`config.mk`:
```
export PLATFORM = sky130hd
export DESIGN_NAME = sys_mode_ctrl
export DESIGN_NICKNAME = d
export VERILOG_FILES = /design/src/rtl/sysmode_pkg.sv /design/src/rtl/sm_cfg_regs.sv /design/src/rtl/sm_err_qual.sv /design/src/rtl/sm_mode_fsm.sv /design/src/rtl/sm_dma_arb.sv /design/src/rtl/sys_mode_ctrl.sv
export SDC_FILE = /design/constraint.sdc
export NUM_CORES = 1
export LEC_CHECK = 0
export BUFFER_PORTS_ARGS = -buffer_cell sky130_fd_sc_hd__buf_4
export CAP_MARGIN = 20
export CORE_MARGIN = 5
export CORE_UTILIZATION = 30
export CTS_CLUSTER_DIAMETER = 150
export DETAILED_ROUTE_END_ITERATION = 12
export MAX_ROUTING_LAYER = met4
export SLEW_MARGIN = 5
export SYNTH_ARGS = -nofsm -noshare
export SYNTH_HDL_FRONTEND = slang
export SYNTH_SLANG_ARGS = --single-unit
```
`constraint.sdc`:
```
create_clock -name clk -period 4.3 [get_ports clk]
set_input_delay 1.29 -clock clk [delete_from_list [all_inputs] [get_ports clk]]
set_output_delay 1.29 -clock clk [all_outputs]
set_load 0.05 [all_outputs]
```
`src/rtl/sysmode_pkg.sv`:
```
package sysmode_pkg;
  typedef enum logic [1:0] {
    MODE_RUN   = 2'd0,
    MODE_SLEEP = 2'd1,
    MODE_HALT  = 2'd2
  } mode_t;
endpackage

```
`src/rtl/sm_cfg_regs.sv`:
```
module sm_cfg_regs #(
  parameter int NSRC = 4
) (
  input  logic            clk,
  input  logic            rst,
  input  logic            lock,
  input  logic            ctl_wr,
  input  logic [NSRC:0]   ctl_wdata,
  input  logic            tst_wr,
  input  logic            tst_ewe,
  output logic            pd_en,
  output logic [NSRC-1:0] halt_sel,
  output logic            ewe
);
  // Writes are frozen while halted.
  always_ff @(posedge clk) begin
    if (rst) begin
      pd_en    <= 1'b0;
      halt_sel <= '0;
      ewe      <= 1'b0;
    end else if (!lock) begin
      if (ctl_wr) begin
        pd_en    <= ctl_wdata[0];
        halt_sel <= ctl_wdata[NSRC:1];
      end
      if (tst_wr) ewe <= tst_ewe;
    end
  end

  a_r7_cfg_locked: assert property (@(posedge clk) disable iff (rst)
    lock |=> ($stable(halt_sel) && $stable(pd_en) && $stable(ewe)));
endmodule

```
`src/rtl/sm_err_qual.sv`:
```
module sm_err_qual #(
  parameter int NSRC = 4
) (
  input  logic [NSRC-1:0] err_src,
  input  logic            esr_wr,
  input  logic [NSRC-1:0] esr_code,
  input  logic            ewe,
  input  logic [NSRC-1:0] halt_sel,
  output logic            halt_hit,
  output logic            mask_hit
);
  logic [NSRC-1:0] ev_halt, ev_mask;

  for (genvar i = 0; i < NSRC; i++) begin : g_src
    logic ev;
    assign ev         = err_src[i] | (esr_wr & ewe & esr_code[i]);
    assign ev_halt[i] = ev & halt_sel[i];
    assign ev_mask[i] = ev & ~halt_sel[i];
  end

  assign halt_hit = |ev_halt;
  assign mask_hit = |ev_mask;
endmodule

```
`src/rtl/sm_mode_fsm.sv`:
```
module sm_mode_fsm
  import sysmode_pkg::*;
(
  input  logic  clk,
  input  logic  rst,
  input  logic  pd_en,
  input  logic  pd_wr,
  input  logic  ext_irq,
  input  logic  halt_hit,
  input  logic  mask_hit,
  output mode_t mode,
  output mode_t mode_nxt,
  output logic  bus_hold_n,
  output logic  addr_oe_n,
  output logic  ctl_oe_n,
  output logic  dat_oe_n,
  output logic  cpu_halt_n,
  output logic  sys_err_n,
  output logic  tmr_freeze,
  output logic  uart_stop
);
  always_comb begin
    mode_nxt = mode;
    unique case (mode)
      MODE_RUN: begin
        if (halt_hit)            mode_nxt = MODE_HALT;
        else if (pd_wr && pd_en) mode_nxt = MODE_SLEEP;
      end
      MODE_SLEEP: begin
        if (halt_hit)     mode_nxt = MODE_HALT;
        else if (ext_irq) mode_nxt = MODE_RUN;
      end
      default: mode_nxt = MODE_HALT;
    endcase
  end

  always_ff @(posedge clk) begin
    if (rst) begin
      mode       <= MODE_RUN;
      bus_hold_n <= 1'b1;
      addr_oe_n  <= 1'b0;
      ctl_oe_n   <= 1'b0;
      dat_oe_n   <= 1'b0;
      cpu_halt_n <= 1'b1;
      sys_err_n  <= 1'b1;
      tmr_freeze <= 1'b0;
      uart_stop  <= 1'b0;
    end else begin
      mode       <= mode_nxt;
      bus_hold_n <= (mode_nxt != MODE_SLEEP);
      addr_oe_n  <= (mode_nxt == MODE_SLEEP);
      ctl_oe_n   <= (mode_nxt == MODE_SLEEP);
      dat_oe_n   <= (mode_nxt == MODE_SLEEP);
      cpu_halt_n <= (mode_nxt != MODE_HALT);
      sys_err_n  <= !((mode_nxt == MODE_HALT) || mask_hit);
      tmr_freeze <= (mode_nxt == MODE_HALT);
      uart_stop  <= (mode_nxt == MODE_HALT);
    end
  end

  a_r2_sleep_pins: assert property (@(posedge clk) disable iff (rst)
    (mode == MODE_SLEEP) |-> (!bus_hold_n && addr_oe_n && ctl_oe_n && dat_oe_n));
  a_r3_pd_gated: assert property (@(posedge clk) disable iff (rst)
    (mode == MODE_RUN && pd_wr && !pd_en && !halt_hit) |=> (mode == MODE_RUN));
  a_r4_irq_wakes: assert property (@(posedge clk) disable iff (rst)
    (mode == MODE_SLEEP && ext_irq && !halt_hit) |=> (mode == MODE_RUN && bus_hold_n));
  a_r5_halt_pins: assert property (@(posedge clk) disable iff (rst)
    (mode == MODE_HALT) |-> (!cpu_halt_n && !sys_err_n && tmr_freeze && uart_stop));
  a_r7_halt_sticky: assert property (@(posedge clk) disable iff (rst)
    (mode == MODE_HALT) |=> (mode == MODE_HALT));
  a_r6_mask_no_halt: assert property (@(posedge clk) disable iff (rst)
    (mode == MODE_RUN && mask_hit && !halt_hit && !pd_wr) |=> (!sys_err_n && cpu_halt_n));
endmodule

```
`src/rtl/sm_dma_arb.sv`:
```
module sm_dma_arb (
  input  logic clk,
  input  logic rst,
  input  logic special,
  input  logic dma_req,
  input  logic bus_idle,
  output logic dma_gnt_n
);
  always_ff @(posedge clk) begin
    if (rst)             dma_gnt_n <= 1'b1;
    else if (special)    dma_gnt_n <= !dma_req;
    else if (!dma_gnt_n) dma_gnt_n <= !dma_req;
    else                 dma_gnt_n <= !(dma_req && bus_idle);
  end

  a_r10_special_grant: assert property (@(posedge clk) disable iff (rst)
    (special && dma_req) |=> !dma_gnt_n);
  a_r11_wait_idle: assert property (@(posedge clk) disable iff (rst)
    (!special && dma_gnt_n && !bus_idle) |=> dma_gnt_n);
  a_r11_release: assert property (@(posedge clk) disable iff (rst)
    !dma_req |=> dma_gnt_n);
endmodule

```
`src/rtl/sys_mode_ctrl.sv`:
```
module sys_mode_ctrl
  import sysmode_pkg::*;
#(
  parameter int NSRC = 4
) (
  input  logic            clk,
  input  logic            rst,
  input  logic            ctl_wr,
  input  logic [NSRC:0]   ctl_wdata,
  input  logic            pd_wr,
  input  logic            tst_wr,
  input  logic            tst_ewe,
  input  logic            esr_wr,
  input  logic [NSRC-1:0] esr_code,
  input  logic            ext_irq,
  input  logic [NSRC-1:0] err_src,
  input  logic            dma_req,
  input  logic            bus_idle,
  output logic            bus_hold_n,
  output logic            addr_oe_n,
  output logic            ctl_oe_n,
  output logic            dat_oe_n,
  output logic            cpu_halt_n,
  output logic            sys_err_n,
  output logic            tmr_freeze,
  output logic            uart_stop,
  output logic            dma_gnt_n
);
  mode_t           mode, mode_nxt;
  logic            pd_en, ewe, halt_hit, mask_hit;
  logic [NSRC-1:0] halt_sel;

  sm_cfg_regs #(.NSRC(NSRC)) u_cfg (
    .clk(clk), .rst(rst), .lock(mode == MODE_HALT),
    .ctl_wr(ctl_wr), .ctl_wdata(ctl_wdata), .tst_wr(tst_wr), .tst_ewe(tst_ewe),
    .pd_en(pd_en), .halt_sel(halt_sel), .ewe(ewe)
  );

  sm_err_qual #(.NSRC(NSRC)) u_err (
    .err_src(err_src), .esr_wr(esr_wr), .esr_code(esr_code), .ewe(ewe),
    .halt_sel(halt_sel), .halt_hit(halt_hit), .mask_hit(mask_hit)
  );

  sm_mode_fsm u_fsm (
    .clk(clk), .rst(rst), .pd_en(pd_en), .pd_wr(pd_wr), .ext_irq(ext_irq),
    .halt_hit(halt_hit), .mask_hit(mask_hit), .mode(mode), .mode_nxt(mode_nxt),
    .bus_hold_n(bus_hold_n), .addr_oe_n(addr_oe_n), .ctl_oe_n(ctl_oe_n),
    .dat_oe_n(dat_oe_n), .cpu_halt_n(cpu_halt_n), .sys_err_n(sys_err_n),
    .tmr_freeze(tmr_freeze), .uart_stop(uart_stop)
  );

  sm_dma_arb u_dma (
    .clk(clk), .rst(rst), .special(mode_nxt != MODE_RUN),
    .dma_req(dma_req), .bus_idle(bus_idle), .dma_gnt_n(dma_gnt_n)
  );

  a_r9_sleep_to_halt: assert property (@(posedge clk) disable iff (rst)
    (mode == MODE_SLEEP && halt_hit) |=> (mode == MODE_HALT && bus_hold_n));
endmodule

```
* Word-level counts from Yosys, hierarchy flattened
Index checks and enable logic that the tools add are counted.
Widths: inputs -> output; s select.
** Cells by class
- Bitwise operators :: 22
- Reduce and logical (&&, ||, !) cells :: 12
- Eq/ne operators :: 6
- Muxes and demuxes :: 7
** Operator list (number)
- $and 1x1->1 :: 13
- $mux 2 :: 4
- $reduce_or 4->1 :: 2
- $not 1->1 :: 5
- $eq 2x1->1 const B :: 2
- $eq 2x2->1 const B :: 2
- $or 1x1->1 :: 4
- $pmux 2 s2 :: 1
- $reduce_and 2->1 :: 2
- $logic_not 1->1 :: 3
- $logic_and 1x1->1 :: 2
- $logic_not 2->1 :: 1
- $mux 1 :: 2
- $ne 2x1->1 const B :: 1
- $ne 2x2->1 const B :: 1
- $reduce_bool 2->1 :: 1
- $logic_or 1x1->1 :: 1
** Word-level totals
- Word-level logic and storage cells :: 57
- Output and inout port bits :: 9
- Flip-flop bits (word level) :: 14
- Input port bits :: 23

* Depth between registers and ports, before layout
- Depth in word-level cells :: 10
- Gate-level depth with buffers :: 3
- Depth with buffers taken out :: 3

* By module
From an unflattened synthesis, not the netlist that was laid out.
** Unflattened totals
- Cell total of the unflattened synthesis :: 73
- Area total of the unflattened synthesis :: 700.7 µm²
** By module, submodules not included
- sm_cfg_regs :: seq. area each 120.1 µm², times used 1, cells each 27, area an instance 280.3 µm²
- sm_mode_fsm :: seq. area each 140.1 µm², times used 1, cells each 22, area an instance 250.2 µm²
- sm_err_qual :: seq. area each 0.0 µm², times used 1, cells each 18, area an instance 113.9 µm²
- sm_dma_arb :: seq. area each 20.0 µm², times used 1, cells each 4, area an instance 43.8 µm²
- sys_mode_ctrl :: seq. area each 0.0 µm², times used 1, cells each 2, area an instance 12.5 µm²

* Worst setup path before layout
No wires, ideal clock.
- Kind :: input to register
- Start :: input err_src[1]
- End :: register u_fsm.bus_hold_n
- Cell stages on the path :: 3
- Setup time :: 0.134 ns
- Data required time :: 4.166 ns
- Slack :: 1.929 ns
- Data arrival time :: 2.237 ns
- Path buffers :: 0
- Cell sequence :: a222oi_1 nand2_2 or4_1
** On the way
- Cells in the longest elaborated chain, start to end :: 6
- Elaborated cells on any way between the ends :: 7
- Those cells by class :: eq/ne (1); mux (3); bitwise (2); reduce/logical (1)
** Ends and longest elaborated chain
- start: declaration :: line sys_mode_ctrl.sv:16 : input logic [NSRC-1:0] err_src,
- $or 1x1->1 (*) :: line sm_err_qual.sv:16 : assign ev = err_src[i] | (esr_wr & ewe & esr_code[i]);
- $and 1x1->1 (*) :: line sm_err_qual.sv:17 : assign ev_halt[i] = ev & halt_sel[i];
- $reduce_or 4->1 (*) :: line sm_err_qual.sv:21 : assign halt_hit = |ev_halt;
- $mux 2 (on tied branches) :: line sm_mode_fsm.sv:30, sm_mode_fsm.sv:26
- $pmux 2 s2 (*) :: line sm_mode_fsm.sv:24 : unique case (mode)
- $ne 2x1->1 (*) :: line sm_mode_fsm.sv:50 : bus_hold_n <= (mode_nxt != MODE_SLEEP);
- end signal: assignment :: line sm_mode_fsm.sv:50
- end: declaration :: line sm_mode_fsm.sv:13 : output logic bus_hold_n,
Mark *: on every way between the ends. The rest lies on a longest branch, timed or not.
A chain may end at the register's enable or synchronous reset.

* Final worst setup path
Same ends and word-level chain as after synthesis.

==> flow_summary.json <==
{
  "status": "finished clean",
  "slew_viol_final": 0,
  "antenna_found_initial": 0,
  "regArea_um2": 280,
  "syn2layout_area_growth_pct": 44.7,
  "power_w": 0.000317,
  "cts.hold.buffers_added": 0,
  "grt_max_degree": 11,
  "skew_ps": 0.741,
  "io_buffers": 31,
  "grt_setup_unrepaired": "no",
  "startpoint_type": "input port",
  "path_class": "in2reg",
  "cts-root-buf": "clkbuf_4",
  "pin_count": 32,
  "die_x_um": 55.4,
  "crit_start": "err_src[1]",
  "synthDistinctLibCells": 21,
  "switchingPower_w": 0.0000931,
  "maxCapViolCount": 0,
  "slew_headroom_pct": 62.7,
  "netlist_instances": 71,
  "worst_slack_ps": 2020,
  "htree_levels": 1,
  "first_global_vias": 586,
  "vdd_drop_max_mv": 0.202,
  "clock_latency_ps": 270,
  "p_sw_share_pct": 29.4,
  "ys_warn_count": 0,
  "drt-initial-drc-count": 22,
  "crit_end": "u_fsm.bus_hold_n",
  "tns_ps": 0,
  "finish.utilization_pct": 45.6,
  "placed_cell_area_um2": 858,
  "cp.arrival_ps": 2430,
  "avgSynthCellArea_um2": 8.71,
  "yosysSeqAreaShare_pct": 45.3,
  "setup_viol": 0,
  "power_density_nw_per_um2": 355,
  "netlist_area_um2": 618,
  "ys_seq_elements": 14,
  "critPathMaxStageDelay_ps": 490,
  "r2r-end": "u_fsm.bus_hold_n",
  "initial_utilization_pct": 31.5,
  "cts_max_path_buffers": 2,
  "period_needed_ps": 2280,
  "overflow": 0,
  "seq_power_share_pct": 45.9,
  "std_cell_rows": 16,
  "path_cells": "buf_4 -> a222oi_1 -> nand2_2 -> or4_1",
  "cts.sinks": 14,
  "viasPerCell": 4.81,
  "worstMarginPinSlew_ps": 559,
  "diodes": 0,
  "holdPathStages": 2,
  "reg2reg_from": "u_cfg.halt_sel[1]",
  "routedWlPerCell_um": 12.0,
  "design_area_um2": 895,
  "p_leak_nw": 0.389,
  "cp_max_fo": 8,
  "reg2reg_slack_ps": 2800,
  "cp.required_ps": 4450,
  "die_y_um": 55.4,
  "routed_wl_mm": 1.55,
  "synth_fp_nets": 94,
  "first_pass_iters": 5,
  "ant_nets": 0,
  "grt.total_usage_pct": 10.8,
  "cts_tree": "yes",
  "final_hold_viol_count": 0,
  "fillCellCount": 212,
  "multi_input_area_um2": 297,
  "cts_setup_buffers": 0,
  "dieArea_um2": 3070,
  "ctsResizeCount": 0,
  "period_share_pct": 53.0,
  "place_ws_ps": 1720,
  "power_frac_comb_pct": 25.0,
  "gp_congestion": 0.702,
  "drc": 0,
  "crit_path_end_kind": "flip-flop",
  "clkPwrFrac_pct": 29.1,
  "vias": 620,
  "cts_buffers": 3,
  "fmax_mhz": 439,
  "grt_pass1_wl_mm": 2.65,
  "clk_pin_slew_ps": 80,
  "coreArea_um2": 1960,
  "drive_above_1_share_pct": 35.3,
  "worst-r2r-cell-count": 3,
  "slowest_stage": "or4_1",
  "internal_power_w": 0.000224,
  "finalNetCount": 126,
  "hp-class": "reg2reg"
}
-- metrics by stage --
step                      hold slack (ps)  instances
final                                 491        129
after global routing                  512        129
after CTS                             490        129
after detailed placement              475        125
after global placement                470        125
after floorplan                       454         71
-- critical path: cells and delay by family --
kind | cells | cell delay (ps)
AO/OA/AOI/OAI | 1 | 370
AND/OR/NAND/NOR | 2 | 660
buffers and inverters | 1 | 110
-- synth_stat cells --
cell type,n,area share [%]
a21oi_1,8,6.5
o2111ai_1,1,1.4
nor4_1,2,2.0
nand2b_1,10,10
dfxtp_1,14,45
or4_1,1,1.2
nor2b_1,1,1.0
buf_1,1,0.61
o21a_1,3,3.6
a41oi_1,1,1.4
nand4_1,1,1.0
buf_4,3,3.6
a222oi_1,1,1.6
a22oi_1,2,2.4
o311ai_0,1,1.4
inv_1,4,2.4
nand2_1,2,1.2
nand3_1,6,4.9
o21ai_0,7,5.7
o41ai_1,1,1.4
nand2_2,1,1.0
-- worst min-delay path by stage --
stage	startpoint	to	slack (ps)
finish	u_cfg.pd_en	u_cfg.pd_en	490
floorplan	u_cfg.ewe	u_cfg.ewe	450
global placement	u_cfg.pd_en	u_cfg.pd_en	470
CTS	u_cfg.pd_en	u_cfg.pd_en	490
global route	u_cfg.pd_en	u_cfg.pd_en	510
detailed placement	u_cfg.pd_en	u_cfg.pd_en	470
-- power groups by stage --
stage | combinational, W | sequential (W) | clock (W)
finish | 0.0000792 | 0.000146 | 0.0000924
global route | 0.0000861 | 0.000148 | 0.000100
CTS | 0.0000799 | 0.000146 | 0.0000943
detailed placement | 0.0000797 | 0.000149 | 0
global placement | 0.0000790 | 0.000149 | 0
floorplan | 0.0000349 | 0.000163 | 0
-- final cells by class --
| type | count | area share, % |
|---|---|---|
| multi-input cells | 49 | 33.1 |
| flip-flops and latches | 14 | 31.3 |
| repair buffers | 31 | 26.0 |
| clock buffers | 4 | 4.06 |
| well taps | 27 | 3.78 |
| inverters | 4 | 1.68 |
-- metal layers --
metal	vias to the layer above	track usage (%)	routed length (um)
li1	321	-	-
met1	271	12.9	684
met2	26	16.9	742
met3	2	2.10	92
met4	0	6.25	27
met5	-	-	0
-- sequential cells by signal, indices dropped and copies added, names as in the netlist --
name,cells
u_cfg.pd_en,1
u_dma.dma_gnt_n,1
u_fsm.cpu_halt_n,1
u_fsm.sys_err_n,1
u_fsm.uart_stop,1
u_cfg.halt_sel,4
u_cfg.ewe,1
u_fsm.addr_oe_n,1
u_fsm.bus_hold_n,1
u_fsm.mode,2
-- placed cells by master (no fill, tap or decap), types with 2 or more instances in the layout --
| cell | synthesis | routed |
|---|---|---|
| a21oi_1 | 8 | 8 |
| clkbuf_4 | 0 | 3 |
| a22oi_1 | 2 | 2 |
| o21a_1 | 3 | 3 |
| o21ai_0 | 7 | 7 |
| dfxtp_1 | 14 | 14 |
| nand3_1 | 6 | 6 |
| inv_1 | 4 | 4 |
| nand2_1 | 2 | 2 |
| nand2b_1 | 10 | 10 |
| buf_4 | 3 | 31 |
| nor4_1 | 2 | 2 |
-- cells by family after synthesis --
group	share of synthesized area [%]
buffers and inverters	6.68
AOI/OAI and AO/OA	25.5
DFF	45.3
and+or+nand+nor	22.5
Note: power is estimated with default switching activity, not from simulation.
